$ cat src/rtl/tp_pkg.sv
package tp_pkg;
  localparam int NUM_HALF    = 2;
  localparam int HALF_STRIDE = 4;
  localparam int OFF_CTRL    = 'h10;
  localparam int OFF_RUN     = 'h18;
  localparam int OFF_RELOAD  = 'h20;
  localparam int OFF_COUNT   = 'h28;
  localparam int OFF_IEN     = 'hF4;
  localparam int OFF_PEND    = 'hFC;

  localparam int RUN_START = 0;
  localparam int RUN_STOP  = 1;
  localparam int RUN_LOAD  = 2;

  localparam int CTRL_LSB = 1;
  localparam int CTRL_MSB = 10;

  typedef enum logic [1:0] {
    EDGE_NONE = 2'd0,
    EDGE_RISE = 2'd1,
    EDGE_FALL = 2'd2,
    EDGE_BOTH = 2'd3
  } edge_sel_e;

  // Packed from bit 10 down to bit 1 of the control register.
  typedef struct packed {
    logic      src_nbr;
    logic      gate_ext;
    logic      sync_en;
    edge_sel_e edge_sel;
    logic      inv;
    logic      join_b;
    logic      one_shot;
    logic      evt_mode;
    logic      up;
  } ctrl_t;

  function automatic logic edge_hit(edge_sel_e sel, logic cur, logic prev);
    case (sel)
      EDGE_RISE: return cur & ~prev;
      EDGE_FALL: return ~cur & prev;
      EDGE_BOTH: return cur ^ prev;
      default:   return 1'b0;
    endcase
  endfunction
endpackage

$ cat src/rtl/tp_in_cond.sv
module tp_in_cond
  import tp_pkg::*;
(
  input  logic      clk,
  input  logic      rst_n,
  input  logic      pin,
  input  logic      sync_en,
  input  logic      inv,
  input  edge_sel_e edge_sel,
  output logic      lvl,
  output logic      ev
);
  logic s1_q, s2_q, prev_q;

  always_ff @(posedge clk or negedge rst_n) begin
    if (!rst_n) begin
      s1_q   <= 1'b0;
      s2_q   <= 1'b0;
      prev_q <= 1'b0;
    end else begin
      s1_q   <= pin;
      s2_q   <= s1_q;
      prev_q <= lvl;
    end
  end

  assign lvl = (sync_en ? s2_q : pin) ^ inv;
  assign ev  = edge_hit(edge_sel, lvl, prev_q);
endmodule

$ cat src/rtl/tp_half.sv
module tp_half #(
  parameter int W = 16
) (
  input  logic         clk,
  input  logic         rst_n,
  input  logic         load,
  input  logic         step,
  input  logic         wrap,
  input  logic         up,
  input  logic [W-1:0] rld,
  output logic [W-1:0] cnt,
  output logic         term
);
  function automatic logic [W-1:0] f_next(logic [W-1:0] c, logic u);
    return u ? c + 1'b1 : c - 1'b1;
  endfunction

  function automatic logic f_term(logic [W-1:0] c, logic u);
    return u ? (&c) : (c == '0);
  endfunction

  always_ff @(posedge clk or negedge rst_n) begin
    if (!rst_n)    cnt <= '0;
    else if (load) cnt <= rld;
    else if (step) cnt <= wrap ? rld : f_next(cnt, up);
  end

  assign term = f_term(cnt, up);
endmodule

$ cat src/rtl/tmr_pair16.sv
module tmr_pair16
  import tp_pkg::*;
#(
  parameter int W  = 16,
  parameter int AW = 8,
  parameter int DW = 32
) (
  input  logic          clk,
  input  logic          rst_n,
  input  logic          bus_wr,
  input  logic [AW-1:0] bus_addr,
  input  logic [DW-1:0] bus_wdata,
  output logic [DW-1:0] bus_rdata,
  input  logic [1:0]    ext_in,
  output logic          irq
);
  localparam int CW = CTRL_MSB - CTRL_LSB + 1;

  ctrl_t               ctrl_q [NUM_HALF];
  logic [W-1:0]        rld_q  [NUM_HALF];
  logic [W-1:0]        cnt    [NUM_HALF];
  logic [NUM_HALF-1:0] en_q, ien_q, pend_q;

  logic [NUM_HALF-1:0] wr_ctrl, wr_rld, wr_run_raw, run_wr;
  logic [NUM_HALF-1:0] lvl, ev, tick, term, step, load, wrap, up_eff, expire;
  logic                wr_ien, wr_clr, joined;
  logic                cmd_start, cmd_stop, cmd_load;
  ctrl_t               ctrl_wval;
  logic                unused_wdata;

  assign ctrl_wval = ctrl_t'(bus_wdata[CTRL_MSB:CTRL_LSB]);
  assign cmd_start = bus_wdata[RUN_START];
  assign cmd_stop  = bus_wdata[RUN_STOP];
  assign cmd_load  = bus_wdata[RUN_LOAD];
  assign wr_ien    = bus_wr && (bus_addr == AW'(OFF_IEN));
  assign wr_clr    = bus_wr && (bus_addr == AW'(OFF_PEND));
  assign joined    = ctrl_q[0].join_b;
  assign unused_wdata = ^bus_wdata[DW-1:CTRL_MSB+1];

  for (genvar h = 0; h < NUM_HALF; h++) begin : g_half
    logic pin_sel;
    assign wr_ctrl[h]    = bus_wr && (bus_addr == AW'(OFF_CTRL   + h*HALF_STRIDE));
    assign wr_run_raw[h] = bus_wr && (bus_addr == AW'(OFF_RUN    + h*HALF_STRIDE));
    assign wr_rld[h]     = bus_wr && (bus_addr == AW'(OFF_RELOAD + h*HALF_STRIDE));
    assign pin_sel = (ctrl_q[h].evt_mode && ctrl_q[h].src_nbr) ? ext_in[NUM_HALF-1-h] : ext_in[h];

    tp_in_cond u_cond (
      .clk      (clk),
      .rst_n    (rst_n),
      .pin      (pin_sel),
      .sync_en  (ctrl_q[h].sync_en),
      .inv      (ctrl_q[h].inv),
      .edge_sel (ctrl_q[h].edge_sel),
      .lvl      (lvl[h]),
      .ev       (ev[h])
    );

    assign tick[h] = ctrl_q[h].evt_mode ? ev[h] : (ctrl_q[h].gate_ext ? lvl[h] : 1'b1);

    tp_half #(.W(W)) u_half (
      .clk   (clk),
      .rst_n (rst_n),
      .load  (load[h]),
      .step  (step[h]),
      .wrap  (wrap[h]),
      .up    (up_eff[h]),
      .rld   (rld_q[h]),
      .cnt   (cnt[h]),
      .term  (term[h])
    );
  end

  // Step, load and expiry for the two halves, separate or joined.
  always_comb begin
    run_wr[0] = wr_run_raw[0];
    run_wr[1] = wr_run_raw[1] & ~joined;
    load[0]   = run_wr[0] & cmd_start & ~cmd_stop & cmd_load;
    step[0]   = en_q[0] & tick[0] & ~run_wr[0];
    up_eff[0] = ctrl_q[0].up;
    if (joined) begin
      load[1]   = load[0];
      step[1]   = step[0] & term[0];
      up_eff[1] = ctrl_q[0].up;
      expire[0] = step[0] & term[0] & term[1];
      expire[1] = 1'b0;
      wrap[0]   = expire[0];
      wrap[1]   = expire[0];
    end else begin
      load[1]   = run_wr[1] & cmd_start & ~cmd_stop & cmd_load;
      step[1]   = en_q[1] & tick[1] & ~run_wr[1];
      up_eff[1] = ctrl_q[1].up;
      expire[0] = step[0] & term[0];
      expire[1] = step[1] & term[1];
      wrap      = expire;
    end
  end

  always_ff @(posedge clk or negedge rst_n) begin
    if (!rst_n) begin
      for (int h = 0; h < NUM_HALF; h++) begin
        ctrl_q[h] <= '0;
        rld_q[h]  <= '0;
      end
      en_q   <= '0;
      ien_q  <= '0;
      pend_q <= '0;
    end else begin
      for (int h = 0; h < NUM_HALF; h++) begin
        if (wr_ctrl[h]) begin
          ctrl_q[h] <= ctrl_wval;
          if (h != 0) ctrl_q[h].join_b <= 1'b0;
        end
        if (wr_rld[h]) rld_q[h] <= bus_wdata[W-1:0];
        if (run_wr[h]) begin
          if (cmd_stop)       en_q[h] <= 1'b0;
          else if (cmd_start) en_q[h] <= 1'b1;
        end else if (expire[h] && ctrl_q[h].one_shot) begin
          en_q[h] <= 1'b0;
        end
      end
      if (joined) en_q[1] <= 1'b0;
      if (wr_ien) ien_q <= bus_wdata[NUM_HALF-1:0];
      pend_q <= (pend_q & ~(wr_clr ? bus_wdata[NUM_HALF-1:0] : '0)) | expire;
    end
  end

  always_comb begin
    bus_rdata = '0;
    for (int h = 0; h < NUM_HALF; h++) begin
      if (bus_addr == AW'(OFF_CTRL + h*HALF_STRIDE))
        bus_rdata = DW'({ctrl_q[h], en_q[h]});
      if (bus_addr == AW'(OFF_RELOAD + h*HALF_STRIDE))
        bus_rdata = DW'(rld_q[h]);
      if (bus_addr == AW'(OFF_COUNT + h*HALF_STRIDE))
        bus_rdata = DW'(cnt[h]);
    end
    if (bus_addr == AW'(OFF_IEN))  bus_rdata = DW'(ien_q);
    if (bus_addr == AW'(OFF_PEND)) bus_rdata = DW'(pend_q);
  end

  assign irq = |(pend_q & ien_q);

  logic [CW-1:0] unused_cw;
  assign unused_cw = '0;
endmodule

$ cat config.mk
export PLATFORM = sky130hd
export DESIGN_NAME = tmr_pair16
export DESIGN_NICKNAME = d
export VERILOG_FILES = /design/src/rtl/tp_pkg.sv /design/src/rtl/tp_in_cond.sv /design/src/rtl/tp_half.sv /design/src/rtl/tmr_pair16.sv
export SDC_FILE = /design/constraint.sdc
export NUM_CORES = 1
export LEC_CHECK = 0
export BUFFER_PORTS_ARGS = -buffer_cell sky130_fd_sc_hd__buf_4
export CORE_MARGIN = 10
export CORE_UTILIZATION = 50
export DETAILED_ROUTE_END_ITERATION = 7
export MAX_ROUTING_LAYER = met4
export PLACE_DENSITY = 0.73
export RECOVER_POWER = 25
export SLEW_MARGIN = 40
export SYNTH_ARGS = -nofsm -noshare
export SYNTH_HDL_FRONTEND = slang
export SYNTH_HIERARCHICAL = 1
export SYNTH_SLANG_ARGS = --single-unit
$ cat constraint.sdc
create_clock -name clk -period 3.48 [get_ports clk]
set_input_delay 0.348 -clock clk [delete_from_list [all_inputs] [get_ports clk]]
set_output_delay 0.348 -clock clk [all_outputs]
set_load 0.02 [all_outputs]
# Word level (Yosys, flattened, before mapping)
# Index checks and enable logic that the tools add are counted.
# classes
add_sub_neg,4
eq_ne,18
mux,41
bitwise_logic,34
n_reduce_logical,23
# op_table
op,count
$mux W32,7
$mux W16,8
$add A16 B1 Y16 const B,2
$eq A8 B5 Y1 const B,4
$eq A8 B6 Y1 const B,4
$logic_not A16 Y1,2
$reduce_and A16 Y1,2
$sub A16 B1 Y16 const B,2
$mux W1,20
$and A1 B1 Y1,18
$eq A8 B8 Y1 const B,2
$logic_and A1 B1 Y1,12
$mux W11,1
$eq A2 B2 Y1 const B,4
$not A1 Y1,8
$mux W2,3
$pmux W1 S3,2
$reduce_bool A2 Y1,3
$and A2 B2 Y2,2
$eq A2 B1 Y1 const B,2
$ne A4 B4 Y1 const B,1
$reduce_and A2 Y1,2
$xor A1 B1 Y1,4
$ne A3 B3 Y1 const B,1
other kinds (4),4
# word_totals
register_bits,95
inputBits,45
out_inout_bits,33
word_cells,151

# Depth between registers and ports, before layout
# Gate-level depths: netlist of run 1.
# depth
word_depth,17
ltp_mapped,19
ltp_nobuf,19

# Cells and area by module
# Netlist of run 1, hierarchy kept.
# modules_own_cells
module,n_inst,cells_per_inst,area_each_um2,seq_area_each_um2
tmr_pair16,1,348,3621.0,1426.4
tp_half,2,182,1447.6,400.4
tp_in_cond,2,13,155.1,75.1

# Worst setup path before layout of run 1
# Ideal clock, no wire load.
# synth_path
path_type,reg2reg
startpoint,register ctrl_q[11] in the netlist's numbering
endpoint,register g_half[1].u_half.cnt[14]
t_arrival_ps,3246
t_required_ps,3362
setup_slack_ps,116
stages_incl_launch_ff,18
path_buffers,0
period_less_slack_ps,3364
cell_sequence,dfrtp_1 nand2_1 mux2_2 mux2i_2 xnor2_1 ha_1 o22a_1 o31ai_2 inv_1 a21oi_1 and3_4 a31o_1 and2_1 nor2_1 nand2_1 or3_1 o211ai_2 nor2_2
# synth_between
elab_cells_between_ends,21
# synth_lines
item,line_no,rtl
from (decl),tmr_pair16.sv:19,ctrl_t ctrl_q [NUM_HALF];
"from (signal, indexed assignment)",tmr_pair16.sv:110,ctrl_q[h] <= ctrl_wval;
$logic_and A1 B1 Y1 (*),tmr_pair16.sv:45,assign pin_sel = (ctrl_q[h].evt_mode && ctrl_q[h].src_nbr) ? ext_in[NUM_HALF-1-h] : ext_in[h];
$mux W1 (*),tmr_pair16.sv:45,
named net g_half[0].pin_sel,tmr_pair16.sv:41,logic pin_sel;
$mux W1 (*),tp_in_cond.sv:27,assign lvl = (sync_en ? s2_q : pin) ^ inv;
$xor A1 B1 Y1 (*),tp_in_cond.sv:27,
$not A1 Y1,tp_pkg.sv:41,EDGE_FALL: return ~cur & prev;
$and A1 B1 Y1,tp_pkg.sv:41,
$pmux W1 S3 (*),tp_pkg.sv:39,case (sel)
named net ev[0],tmr_pair16.sv:25,"logic [NUM_HALF-1:0] lvl, ev, tick, term, step, load, wrap, up_eff, expire;"
$mux W1 (*),tmr_pair16.sv:58,assign tick[h] = ctrl_q[h].evt_mode ? ev[h] : (ctrl_q[h].gate_ext ? lvl[h] : 1'b1);
$and A1 B1 Y1 (*) (2 in a row),tmr_pair16.sv:78,step[0] = en_q[0] & tick[0] & ~run_wr[0];
named net step[0],tmr_pair16.sv:25,
$and A1 B1 Y1 (*),tmr_pair16.sv:82,step[1] = step[0] & term[0];
$mux W1 (*),tmr_pair16.sv:80,if (joined) begin
named net step[1],tmr_pair16.sv:25,
$reduce_bool A2 Y1 (no source line) (*),--,
to (signal assigned),tp_half.sv:24,else if (load) cnt <= rld;
to (signal assigned),tp_half.sv:25,"else if (step) cnt <= wrap ? rld : f_next(cnt, up);"
to (decl),tp_half.sv:11,"output logic [W-1:0] cnt,"
# The timed path passes the listed nets; every way through them passes the cells marked *. The select of a mux whose other input is x is not followed.
# A chain may end at the register's enable or synchronous reset.

# Final worst setup path of run 1
# layout_path
startpoint,register ctrl_q[11] in the netlist's numbering
endpoint,register g_half[0].u_half.cnt[15]
# layout_between
elab_chain_cells,16
elab_cells_between_ends,20
# layout_lines
item,line_no,rtl
$logic_and A1 B1 Y1 (*),tmr_pair16.sv:45,
$mux W1 (*),tmr_pair16.sv:45,
named net g_half[0].pin_sel,tmr_pair16.sv:41,
$mux W1 (*),tp_in_cond.sv:27,
$xor A1 B1 Y1 (*),tp_in_cond.sv:27,
$not A1 Y1,tp_pkg.sv:41,
$and A1 B1 Y1,tp_pkg.sv:41,
$pmux W1 S3 (*),tp_pkg.sv:39,
named net ev[0],tmr_pair16.sv:25,
$mux W1 (*),tmr_pair16.sv:58,
$and A1 B1 Y1 (*) (2 in a row),tmr_pair16.sv:78,
named net step[0],tmr_pair16.sv:25,
$and A1 B1 Y1,"tmr_pair16.sv:84, tmr_pair16.sv:92",
$and A1 B1 Y1,tmr_pair16.sv:84,expire[0] = step[0] & term[0] & term[1];
$mux W2,tmr_pair16.sv:80,
$mux W16 (2 in a row),tp_half.sv:25,
$mux W16,tp_half.sv:24,
to (signal assigned),tp_half.sv:24,
to (signal assigned),tp_half.sv:25,
to (decl),tp_half.sv:11,
# Marked as above.

==> results.py, run 1 <==
metrics = {
    "synth": {
        "synth_edf_count": 0,
        "synthCells": 738,
        "avgSynthCellArea_um2": 9.25,
        "synth_warnings": 6,
        "synth_cell_types": 78,
        "synth_seq_cells": 95,
        "ys.flop_type": "dfrtp_1",
        "yosysSeqAreaShare": 0.348,
        "async_flop_share": 1.00,
        "syn_area_um2": 6830,
    },
    "worst_hold_path": {
        "min_from": "bus_wdata[12]",
        "min_path_type": "in -> reg",
    },
    "timing": {
        "setup_ws_ns": 0.0967,
        "finalMaxSlewViolations": 0,
        "fmax_mhz": 296,
        "relSlewSlack": 0.138,
        "post-route-period-util": 0.972,
        "worst_slew_pin_slew_ns": 1.29,
        "fin_crit_ns": 3.38,
        "clock_skew_ns": 0.00820,
        "setup_viol_count_final": 0,
        "tns_ns": 0,
        "holdWs_ns": 0.245,
        "rsz0062_at_grt": "no",
        "hold_violations": 0,
    },
    "clock_network": {
        "clockRootBuffer": "clkbuf_16",
        "clk_pin_slew_ns": 0.07,
        "numCtsBuffers": 9,
        "clock_path_buffers": 2,
        "clock_latency_ns": 0.36,
        "cts_tree": "done",
        "clock_sinks": 95,
        "htree_levels": 3,
    },
    "drt": {
        "drtAntennaViolNets": 0,
        "dr.first_iter.drc_count": 638,
        "vias_per_cell": 6.31,
        "drt_wl_total_um": 20800,
        "firstDrtPassIters": 5,
        "routed-via-count": 6172,
        "avgRoutedWirePerCell_um": 21.2,
        "drc_errors": 0,
    },
    "pwr": {
        "seqPwrFrac": 0.340,
        "p_int_w": 0.00291,
        "p_comb_frac": 0.439,
        "power_density_nw_per_um2": 635,
        "power.share.clock": 0.221,
        "leakage_nw": 3.59,
        "switching_share": 0.416,
        "switching_power_w": 0.00207,
        "ir_drop_mv": 0.336,
    },
    "worst_setup_path": {
        "crit_start": "ctrl_q[11]$_DFFE_PN0P_",
        "cp.required_ns": 3.72,
        "start_kind": "flop",
        "slowest_delay_ns": 0.46,
        "crit_path_max_fanout": 5,
        "reg2reg_from": "ctrl_q[11]$_DFFE_PN0P_",
        "path_class": "reg -> reg",
        "critPathSlowestCell": "or3b_2",
        "path_cells": "nand2_1 -> mux2_4 -> mux2i_4 -> xnor2_2 -> ha_1 -> o22a_1 -> o31ai_2 -> inv_1 -> a21oi_4 -> and3_4 -> buf_4 -> and3_1 -> or2_4 -> or3b_2 -> mux2i_1 -> nor3_1",
        "crit_family": "simple AND/OR/NAND/NOR gates",
        "cp_num_buf_inv": 2,
        "arrival_ns": 3.62,
        "end_kind": "flop",
    },
    "floorplan": {
        "die-area_um2": 18700,
        "fp.dieW_um": 137,
        "die_h_um": 137,
        "rows": 42,
        "start_util": 0.513,
        "io_pins": 78,
        "coreArea_um2": 13300,
    },
    "placed_design": {
        "place_ws_ns": -0.138,
        "gp_congestion": 0.955,
        "hpwl_um": 16100,
        "portBuffers": 45,
    },
    "global_routing": {
        "grt_pass1_vias": 6083,
        "grtUsageTotal": 0.229,
        "grt_max_degree": 39,
        "antenna_found_initial": 0,
        "grt_pass1_wl_um": 32800,
        "overflow": 0,
    },
    "cells_and_area": {
        "fin_nets": 874,
        "syn_to_final_growth_pct": 15.0,
        "drive_above_1_share": 0.246,
        "multiInputGateArea_um2": 4270,
        "fill_cells": 1157,
        "ff_latch_area_um2": 2380,
        "n_antenna_cell": 0,
    },
    "run": {
        "cap_violations": 0,
    },
    "run_status": {
        "status": "complete, no violations",
    },
}
-- logic make-up (layout without fill, tap and decap cells) --
kind of cell | after synthesis | in the layout | share of synthesized area
AOI/OAI and AO/OA | 225 | 225 | 0.223
xor gates and xnor gates | 22 | 22 | 0.0282
adders and majority gates | 32 | 32 | 0.0609
buffers and inverters | 65 | 114 | 0.0502
DFF | 95 | 95 | 0.348
muxes | 64 | 64 | 0.106
other | 1 | 16 | 0.000549
and+or+nand+nor | 234 | 234 | 0.184
-- final timing paths --
kind / endpoint / slack (ns) / cells past startpoint
setup / recovery: g_half[0].u_half/cnt[15]$_DFFE_PN0P_ / 0.1 / 16
hold / removal: rld_q[28]$_DFFE_PN0P_ / 0.24 / 2
setup reg to reg: g_half[0].u_half/cnt[15]$_DFFE_PN0P_ / 0.1 / 16
hold reg to reg: g_half[1].u_cond/s2_q$_DFF_PN0_ / 0.36 / 0
max in group asynchronous: ien_q[0]$_DFFE_PN0P_ / 1.10 / 3
min in group asynchronous: g_half[0].u_half/cnt[4]$_DFFE_PN0P_ / 0.79 / 2
-- area by class of cell --
cell class                      instances  share of cell area
Sequential cell                        95               0.303
Inverter                               20             0.00956
Timing Repair Buffer                   78              0.0741
Multi-Input combinational cell        593               0.543
Clock inverter                          6              0.0128
Clock buffer                           10              0.0292
Tap cell                              176              0.0281
-- repair_timing --
item,CTS,global route
buffers inserted,2,1
pin swaps,2,7
hold buffers,1,0
resized for setup,8,15
cloned,0,0
endpoints found under the hold margin,21,0
setup endpoints to repair,9,21
-- cells in the final DEF (no fill, tap or decap), types with 4 or more instances in the layout --
cell type  count
xnor2_1       12
a22oi_1       15
nor3_1        15
nor2_1        53
nor2b_1        5
a22o_1         6
a31oi_1       11
dfrtp_1       95
and2b_1        4
a21oi_1       54
and3_1         4
o21bai_1       4
or3_1          4
nor4_1        10
nand4_1       16
ha_1          29
buf_4         75
nand3_2        4
a211oi_1       8
clkbuf_16      9
a21o_1        18
nand2b_1       5
nor2_2         4
a222oi_1       4
nand3_1       14
o211ai_1       7
xor2_1         8
mux2_2        57
o22ai_1       14
nand2_1       67
conb_1        16
inv_1         20
o21ai_0       44
-- per-layer routing --
layer,GRT usage,share of wire
met1,0.301,0.45
met2,0.347,0.46
met3,0.0440,0.070
met4,0.0814,0.025
met5,-,0
-- sequential cells by signal (all words and copies together), names as in the netlist --
name and cells:
ien_q 2, g_half.u_cond/prev_q 2, pend_q 2, rld_q 32, ctrl_q 18, g_half.u_cond/s2_q 2, g_half.u_half/cnt 32, joined 1
g_half.u_cond/s1_q 2, en_q 2
-- metrics by stage --
step / instances / cell area (um2) / total power, W / utilization
floorplan: 753 / 6880 / 0.00325 / -
global placement: 959 / 7400 / 0.00375 / 0.556
detailed placement: 959 / 7400 / 0.00383 / 0.556
CTS: 978 / 7790 / 0.00496 / 0.586
global route: 978 / 7850 / 0.00535 / 0.590
finish: 978 / 7850 / 0.00499 / 0.590
-- power by group through the flow --
stage | logic, W | registers (W) | clock network (W)
floorplan | 0.00170 | 0.00155 | 0
global placement | 0.00206 | 0.00169 | 0
detailed placement | 0.00212 | 0.00171 | 0
CTS | 0.00214 | 0.00169 | 0.00113
global route | 0.00245 | 0.00173 | 0.00117
finish | 0.00219 | 0.00169 | 0.00110
-- worst register-to-register path, cell delays in order (launching register included) --
cell     delay, ns
dfrtp_1       0.38
nand2_1       0.09
mux2_4        0.32
mux2i_4       0.19
xnor2_2       0.10
ha_1          0.29
o22a_1        0.13
o31ai_2       0.07
inv_1         0.10
a21oi_4       0.07
and3_4        0.20
buf_4         0.15
and3_1        0.19
or2_4         0.28
or3b_2        0.47
mux2i_1       0.17
nor3_1        0.08
-- cell usage after synthesis (all sizes together) (5+ instances only) --
cell type	n	area share
buf	29	0.030
mux2i	5	0.0084
a21oi	56	0.042
a22o	6	0.0077
dfrtp	95	0.35
nor2b	5	0.0046
a21o	18	0.020
and3	5	0.0053
nor3	16	0.012
a211oi	8	0.0088
o22ai	14	0.013
nand2b	5	0.0046
xnor2	14	0.018
o211ai	9	0.011
nand3	18	0.016
a31oi	11	0.010
nand4	17	0.018
ha	30	0.055
a22oi	16	0.018
nand2	68	0.037
o21ai	45	0.033
nor4	11	0.011
nor2	60	0.035
inv	20	0.011
a211o	5	0.0068
clkbuf	16	0.0090
mux2	59	0.097
xor2	8	0.010
No activity file was read; power rests on OpenSTA's default activity.
==> run 2: changes to the inputs <==
SYNTH_HIERARCHICAL = unset   (was 1)
==> run 2 against run 1 <==
Compared with the run above: the flow now finishes with violations (capacitance limit, slew limit); die area shrank 5.7%; utilization shrank 1.5 points; final area down 7.8%; critical path depth down 2; clock-buffer cell count is 2 higher; via count fell by 9.2%; setup slack better by 0.20 ns; clock power decreased by 8%.
==> results.py, run 2 <==
metrics = {
    "run_status": {
        "status": "finished, violations left",
        "violations": "capacitance limit, slew limit",
    },
    "drt": {
        "drc_errors": 0,
        "vias_per_cell": 6.28,
        "routed-via-count": 5607,
        "drtAntennaViolNets": 0,
        "dr.first_iter.drc_count": 516,
        "avgRoutedWirePerCell_um": 19.9,
        "firstDrtPassIters": 5,
        "drt_wl_total_um": 17800,
    },
    "timing": {
        "hold_violations": 0,
        "worst_slew_pin_slew_ns": 1.52,
        "relSlewSlack": -0.0141,
        "fin_crit_ns": 3.18,
        "rsz0062_at_grt": "no",
        "tns_ns": 0,
        "finalMaxSlewViolations": 58,
        "post-route-period-util": 0.914,
        "clock_skew_ns": 0.00828,
        "setup_ws_ns": 0.299,
        "fmax_mhz": 314,
        "setup_viol_count_final": 0,
    },
    "floorplan": {
        "rows": 41,
        "start_util": 0.507,
        "die_h_um": 133,
        "fp.dieW_um": 133,
        "io_pins": 78,
        "coreArea_um2": 12600,
        "die-area_um2": 17700,
    },
    "cells_and_area": {
        "fin_cells": 893,
        "final_core_util": 0.576,
        "layout_common_cells": "95 x dfrtp_1, 62 x buf_4, 61 x nand2_1, 59 x mux2_2, 53 x nor2_1",
        "drive_above_1_share": 0.214,
        "syn_to_final_growth_pct": 13.6,
        "final_common_cell": "dfrtp_1",
        "fin_area_um2": 7230,
        "fill_cells": 1094,
        "ff_latch_area_um2": 2380,
        "reg_top3": "g_half.u_half.cnt x32, rld_q x32, ctrl_q x18",
        "n_antenna_cell": 0,
        "fin_nets": 796,
        "multiInputGateArea_um2": 3770,
    },
    "synth": {
        "synth_seq_cells": 95,
        "synth_xor_area_frac": 0.0357,
        "synth_cell_types": 63,
        "synthTopCellsByArea": "dfrtp_1 37%, mux2_2 10%, ha_1 6.3%",
        "syn_area_um2": 6370,
        "yosysSeqAreaShare": 0.373,
        "post_synth_and_or_nand_nor_area_fraction": 0.150,
        "netlist.top_cell.by_area": "dfrtp_1",
        "synth_top_cell_area_share": 0.373,
        "async_flop_share": 1.00,
        "yosys.area_share.adder": 0.0691,
        "avgSynthCellArea_um2": 9.54,
        "synth-compound-area-share": 0.197,
        "yosys-top-cells-count": "95 x dfrtp_1, 63 x nand2_1, 59 x mux2_2, 53 x nor2_1, 48 x a21oi_1",
        "synth_warnings": 0,
        "synth_mux_area_frac": 0.126,
        "yosysMostFrequentCell": "dfrtp_1",
        "synth_edf_count": 0,
        "synth_top_family_by_area": "compound AO/OA/AOI/OAI gates",
        "ys.flop_type": "dfrtp_1",
        "synthCells": 668,
    },
    "global_routing": {
        "grt_pass1_vias": 5493,
        "antenna_found_initial": 0,
        "grt_pass1_wl_um": 29000,
        "grt_max_degree": 58,
        "grtUsageTotal": 0.204,
        "overflow": 0,
    },
    "worst_hold_path": {
        "min_from": "bus_wdata[13]",
        "min_path_type": "in -> reg",
    },
    "worst_setup_path": {
        "crit_path_max_fanout": 29,
        "path_class": "reg -> reg",
        "reg2reg_from": "ctrl_q[7]$_DFFE_PN0P_",
        "crit_family": "compound AO/OA/AOI/OAI gates",
        "slowest_delay_ns": 0.44,
        "crit_start": "ctrl_q[7]$_DFFE_PN0P_",
        "cp_num_buf_inv": 2,
        "arrival_ns": 3.41,
        "path_cells": "and4b_1 -> a221oi_1 -> xor2_1 -> inv_1 -> ha_1 -> nand2b_1 -> a31oi_1 -> o21ai_0 -> a311o_1 -> nand2_1 -> a21oi_2 -> buf_12 -> mux2i_1 -> a211o_1",
        "critPathSlowestCell": "dfrtp_1",
        "cp.required_ns": 3.71,
        "end_kind": "flop",
        "start_kind": "flop",
    },
    "placed_design": {
        "portBuffers": 45,
        "place_ws_ns": 0.169,
        "place_area_um2": 6920,
        "gp_congestion": 0.925,
        "dp_cells": 878,
        "hpwl_um": 13300,
    },
    "clock_network": {
        "clock_latency_ns": 0.35,
        "ctsHoldBuffers": 0,
        "clock_sinks": 95,
        "htree_levels": 3,
        "clk_pin_slew_ns": 0.07,
        "cts_tree": "done",
        "numCtsBuffers": 9,
        "clockRootBuffer": "clkbuf_16",
        "clock_path_buffers": 2,
    },
    "pwr": {
        "power_density_nw_per_um2": 702,
        "ir_drop_mv": 0.517,
        "leakage_nw": 3.36,
    },
    "run": {
        "cap_violations": 1,
    },
}
-- run 2: timing repair --
action                                  in CTS  in global routing
buffers inserted                             0                  0
resized for setup                            0                  2
endpoints found under the setup margin       0                  3
-- run 2: routing by layer --
metal	vias up	part of all wire	GRT usage	wire, um
met2	203	0.51	0.346	9090
met5	-	0	-	0
met3	32	0.049	0.0231	864
met1	2803	0.42	0.247	7400
li1	2569	-	-	-
met4	0	0.023	0.0733	401
-- run 2: final timing paths --
path                                                        end  slack (ns)  depth (start not counted)
setup / recovery           g_half[1].u_half.cnt[15]$_DFFE_PN0P_        0.30                         14
max in group asynchronous                 rld_q[13]$_DFFE_PN0P_        2.05                          2
hold reg to reg                 g_half[0].u_cond.s2_q$_DFF_PN0_        0.36                          0
setup reg to reg           g_half[1].u_half.cnt[15]$_DFFE_PN0P_        0.30                         14
hold / removal                            rld_q[13]$_DFFE_PN0P_        0.24                          2
min in group asynchronous     g_half[1].u_cond.prev_q$_DFF_PN0_        0.36                          1
-- run 2: per-stage QoR --
step                total power (W)  hold WS, ns
floorplan                   0.00343       0.0524
global placement            0.00390        0.334
detailed placement          0.00403        0.343
CTS                         0.00506       0.0997
global route                0.00545        0.247
finish                      0.00508        0.243
-- run 2: logic make-up after synthesis --
group	after synthesis
AO/OA/AOI/OAI	184
XOR/XNOR	26
adder cells (fa/ha/maj)	34
buffers and inverters	62
flip-flops	95
multiplexers	73
other	1
AND/OR/NAND/NOR	193
-- run 2: power breakdown --
| group | leakage [nW] | internal, W | switching, W | total [W] |
|---|---|---|---|---|
| clock | 0.145 | 0.000591 | 0.000414 | 0.00101 |
| sequential | 1.24 | 0.00132 | 0.000358 | 0.00168 |
| combinational | 1.97 | 0.00109 | 0.00131 | 0.00239 |
| total | 3.36 | 0.00300 | 0.00208 | 0.00508 |
-- run 2: area by class of cell --
| type | count | share of cell area |
|---|---|---|
| sequential | 95 | 0.329 |
| inverter | 21 | 0.0109 |
| clock buffer | 12 | 0.0355 |
| timing repair buffer | 64 | 0.0678 |
| clock inverter | 3 | 0.00588 |
| multi-input combinational | 526 | 0.522 |
| tap | 172 | 0.0298 |
==> run 3: changes to the inputs <==
CORE_UTILIZATION = 53   (was 50)
PLACE_DENSITY = 0.84   (was 0.73)
==> run 3 against run 2 <==
Compared with the run above: the flow still finishes with violations (capacitance limit, slew limit); utilization is 4.6 points higher; final area is 0.17% lower; clock power is 7% higher; first-iteration DRC count is 10% higher; critical endpoint is now g_half[0].u_half.cnt[15]$_DFFE_PN0P_; fmax is 2.0% lower; highest routed layer unchanged; sequential power hardly changed; die area is 4.8% lower; hold slack better by 0.00077 ns; largest power group unchanged; critical path type unchanged; global-route usage is 1.1 points higher.
==> results.py, run 3 (same netlist as run 2, synthesis figures left out) <==
metrics = {
    "clock_network": {
        "clock_path_buffers": 2,
        "clock_sinks": 95,
        "clock_latency_ns": 0.35,
        "htree_levels": 3,
        "clockRootBuffer": "clkbuf_16",
        "cts_setup_buffers": 0,
        "numCtsBuffers": 9,
        "clk_pin_slew_ns": 0.07,
        "cts_tree": "done",
    },
    "timing": {
        "setup_viol_count_final": 0,
        "clock_skew_ns": 0.00910,
        "worst_slew_pin_slew_ns": 2.95,
        "rsz0062_at_grt": "yes",
        "relSlewSlack": -0.969,
        "finalMaxSlewViolations": 56,
        "hold_violations": 0,
        "fin_crit_ns": 3.24,
        "fmax_mhz": 308,
        "holdWs_ns": 0.244,
        "post-route-period-util": 0.932,
    },
    "drt": {
        "drtAntennaViolNets": 0,
        "drt_wl_total_um": 17500,
        "drc_errors": 0,
        "avgRoutedWirePerCell_um": 20.2,
        "dr.max_layer_used": "met4",
        "wl_met2_um": 8700,
        "firstDrtPassIters": 7,
        "vias_per_cell": 6.52,
        "wl_met1_um": 7130,
        "route.met3.wl_um": 1190,
        "dr.first_iter.drc_count": 568,
        "routed-via-count": 5629,
    },
    "run_status": {
        "violations": "capacitance limit, slew limit",
        "status": "finished, violations left",
    },
    "placed_design": {
        "dp_cells": 848,
        "portBuffers": 45,
        "hpwl_um": 12900,
        "gp_congestion": 0.938,
    },
    "global_routing": {
        "grt_pass1_vias": 5417,
        "grtUsageTotal": 0.216,
        "grt_pass1_wl_um": 28100,
        "overflow": 0,
        "antenna_found_initial": 0,
        "grt_max_degree": 56,
    },
    "pwr": {
        "leakage_nw": 3.36,
        "ir_drop_mv": 0.487,
        "power_density_nw_per_um2": 717,
    },
    "worst_setup_path": {
        "start_kind": "flop",
        "crit_path_max_fanout": 7,
        "path_class": "reg -> reg",
        "end_kind": "flop",
        "cp.required_ns": 3.72,
        "arrival_ns": 3.48,
    },
    "floorplan": {
        "coreArea_um2": 11600,
        "io_pins": 78,
        "die-area_um2": 16800,
        "start_util": 0.548,
        "rows": 39,
        "die_h_um": 130,
        "fp.dieW_um": 130,
    },
    "cells_and_area": {
        "layout_common_cells": "95 x dfrtp_1, 63 x nand2_1, 61 x buf_4, 59 x mux2_2, 53 x nor2_1",
        "n_antenna_cell": 0,
        "fin_nets": 795,
        "fin_cells": 864,
        "final_core_util": 0.622,
        "syn_to_final_growth_pct": 13.4,
        "reg_top3": "g_half.u_half.cnt x32, rld_q x32, ctrl_q x18",
        "drive_above_1_share": 0.214,
        "final_common_cell": "dfrtp_1",
    },
    "worst_hold_path": {
        "min_path_type": "in -> reg",
    },
    "run": {
        "cap_violations": 1,
    },
}
run 3: changes by cell type in the layout (fill, tap and decap cells not counted), moves of 2 or more:
cell      before  now
clkbuf_8       2    0
inv_6          0    2
nand2_1       61   63
nand2_2        2    0
run 3: area by class of cell:
class                   count  area (um2)
well taps                 143         179
clock buffers              10         229
repair buffers             63         482
fillers                   929        4390
multi-input cells         526        3780
flip-flops and latches     95        2380
clock inverters             6        92.6
inverters                  21        78.8
run 3: report_power, final:
group          internal (W)  switching [W]  leakage (nW)  total, W
Combinational       0.00110        0.00132          1.97   0.00242
Sequential          0.00132       0.000360          1.24   0.00168
Clock              0.000635       0.000445         0.150   0.00108
run 3: path summary, 6_finish.rpt:
kind / slack, ns / cells after the start / end / startpoint
min in group asynchronous: 0.95 / 1 / g_half[0].u_cond.s1_q$_DFF_PN0_ / rst_n
min reg2reg: 0.35 / 0 / g_half[1].u_cond.s2_q$_DFF_PN0_ / g_half[1].u_cond.s1_q$_DFF_PN0_
max: 0.24 / 13 / g_half[0].u_half.cnt[15]$_DFFE_PN0P_ / ctrl_q[17]$_DFFE_PN0P_
max in group asynchronous: 0.86 / 1 / g_half[0].u_half.cnt[9]$_DFFE_PN0P_ / rst_n
min: 0.24 / 2 / rld_q[13]$_DFFE_PN0P_ / bus_wdata[13]
max reg2reg: 0.24 / 13 / g_half[0].u_half.cnt[15]$_DFFE_PN0P_ / ctrl_q[17]$_DFFE_PN0P_
run 3: worst max-delay path, stage by stage (launching register included):
cell,delay (ns)
dfrtp_1,0.45
and4b_1,0.22
a221o_1,0.34
xnor2_2,0.19
inv_1,0.08
ha_1,0.28
nor2b_1,0.10
o21ai_0,0.11
a31o_4,0.27
o41ai_4,0.37
or4b_1,0.19
a211o_1,0.12
nand3_1,0.07
a311o_2,0.35
run 3: routing by layer:
metal | vias to the layer above | GRT usage
li1 | 2568 | -
met1 | 2753 | 0.257
met2 | 267 | 0.358
met3 | 41 | 0.0298
met4 | 0 | 0.0939
met5 | - | -
run 3: timing repair:
action,in CTS,in global routing
resized for setup,0,6
hold buffers,0,0
setup endpoints to repair,0,12
run 3: metrics by stage:
step                setup WS [ns]  cell area, um2  total power (W)  TNS (ns)
floorplan                   0.340            6430          0.00343         0
global placement            0.184            6880          0.00388         0
detailed placement          0.115            6880          0.00403         0
CTS                        0.0740            7200          0.00513         0
global route              -0.0346            7220          0.00556   -0.0346
finish                      0.235            7220          0.00518         0
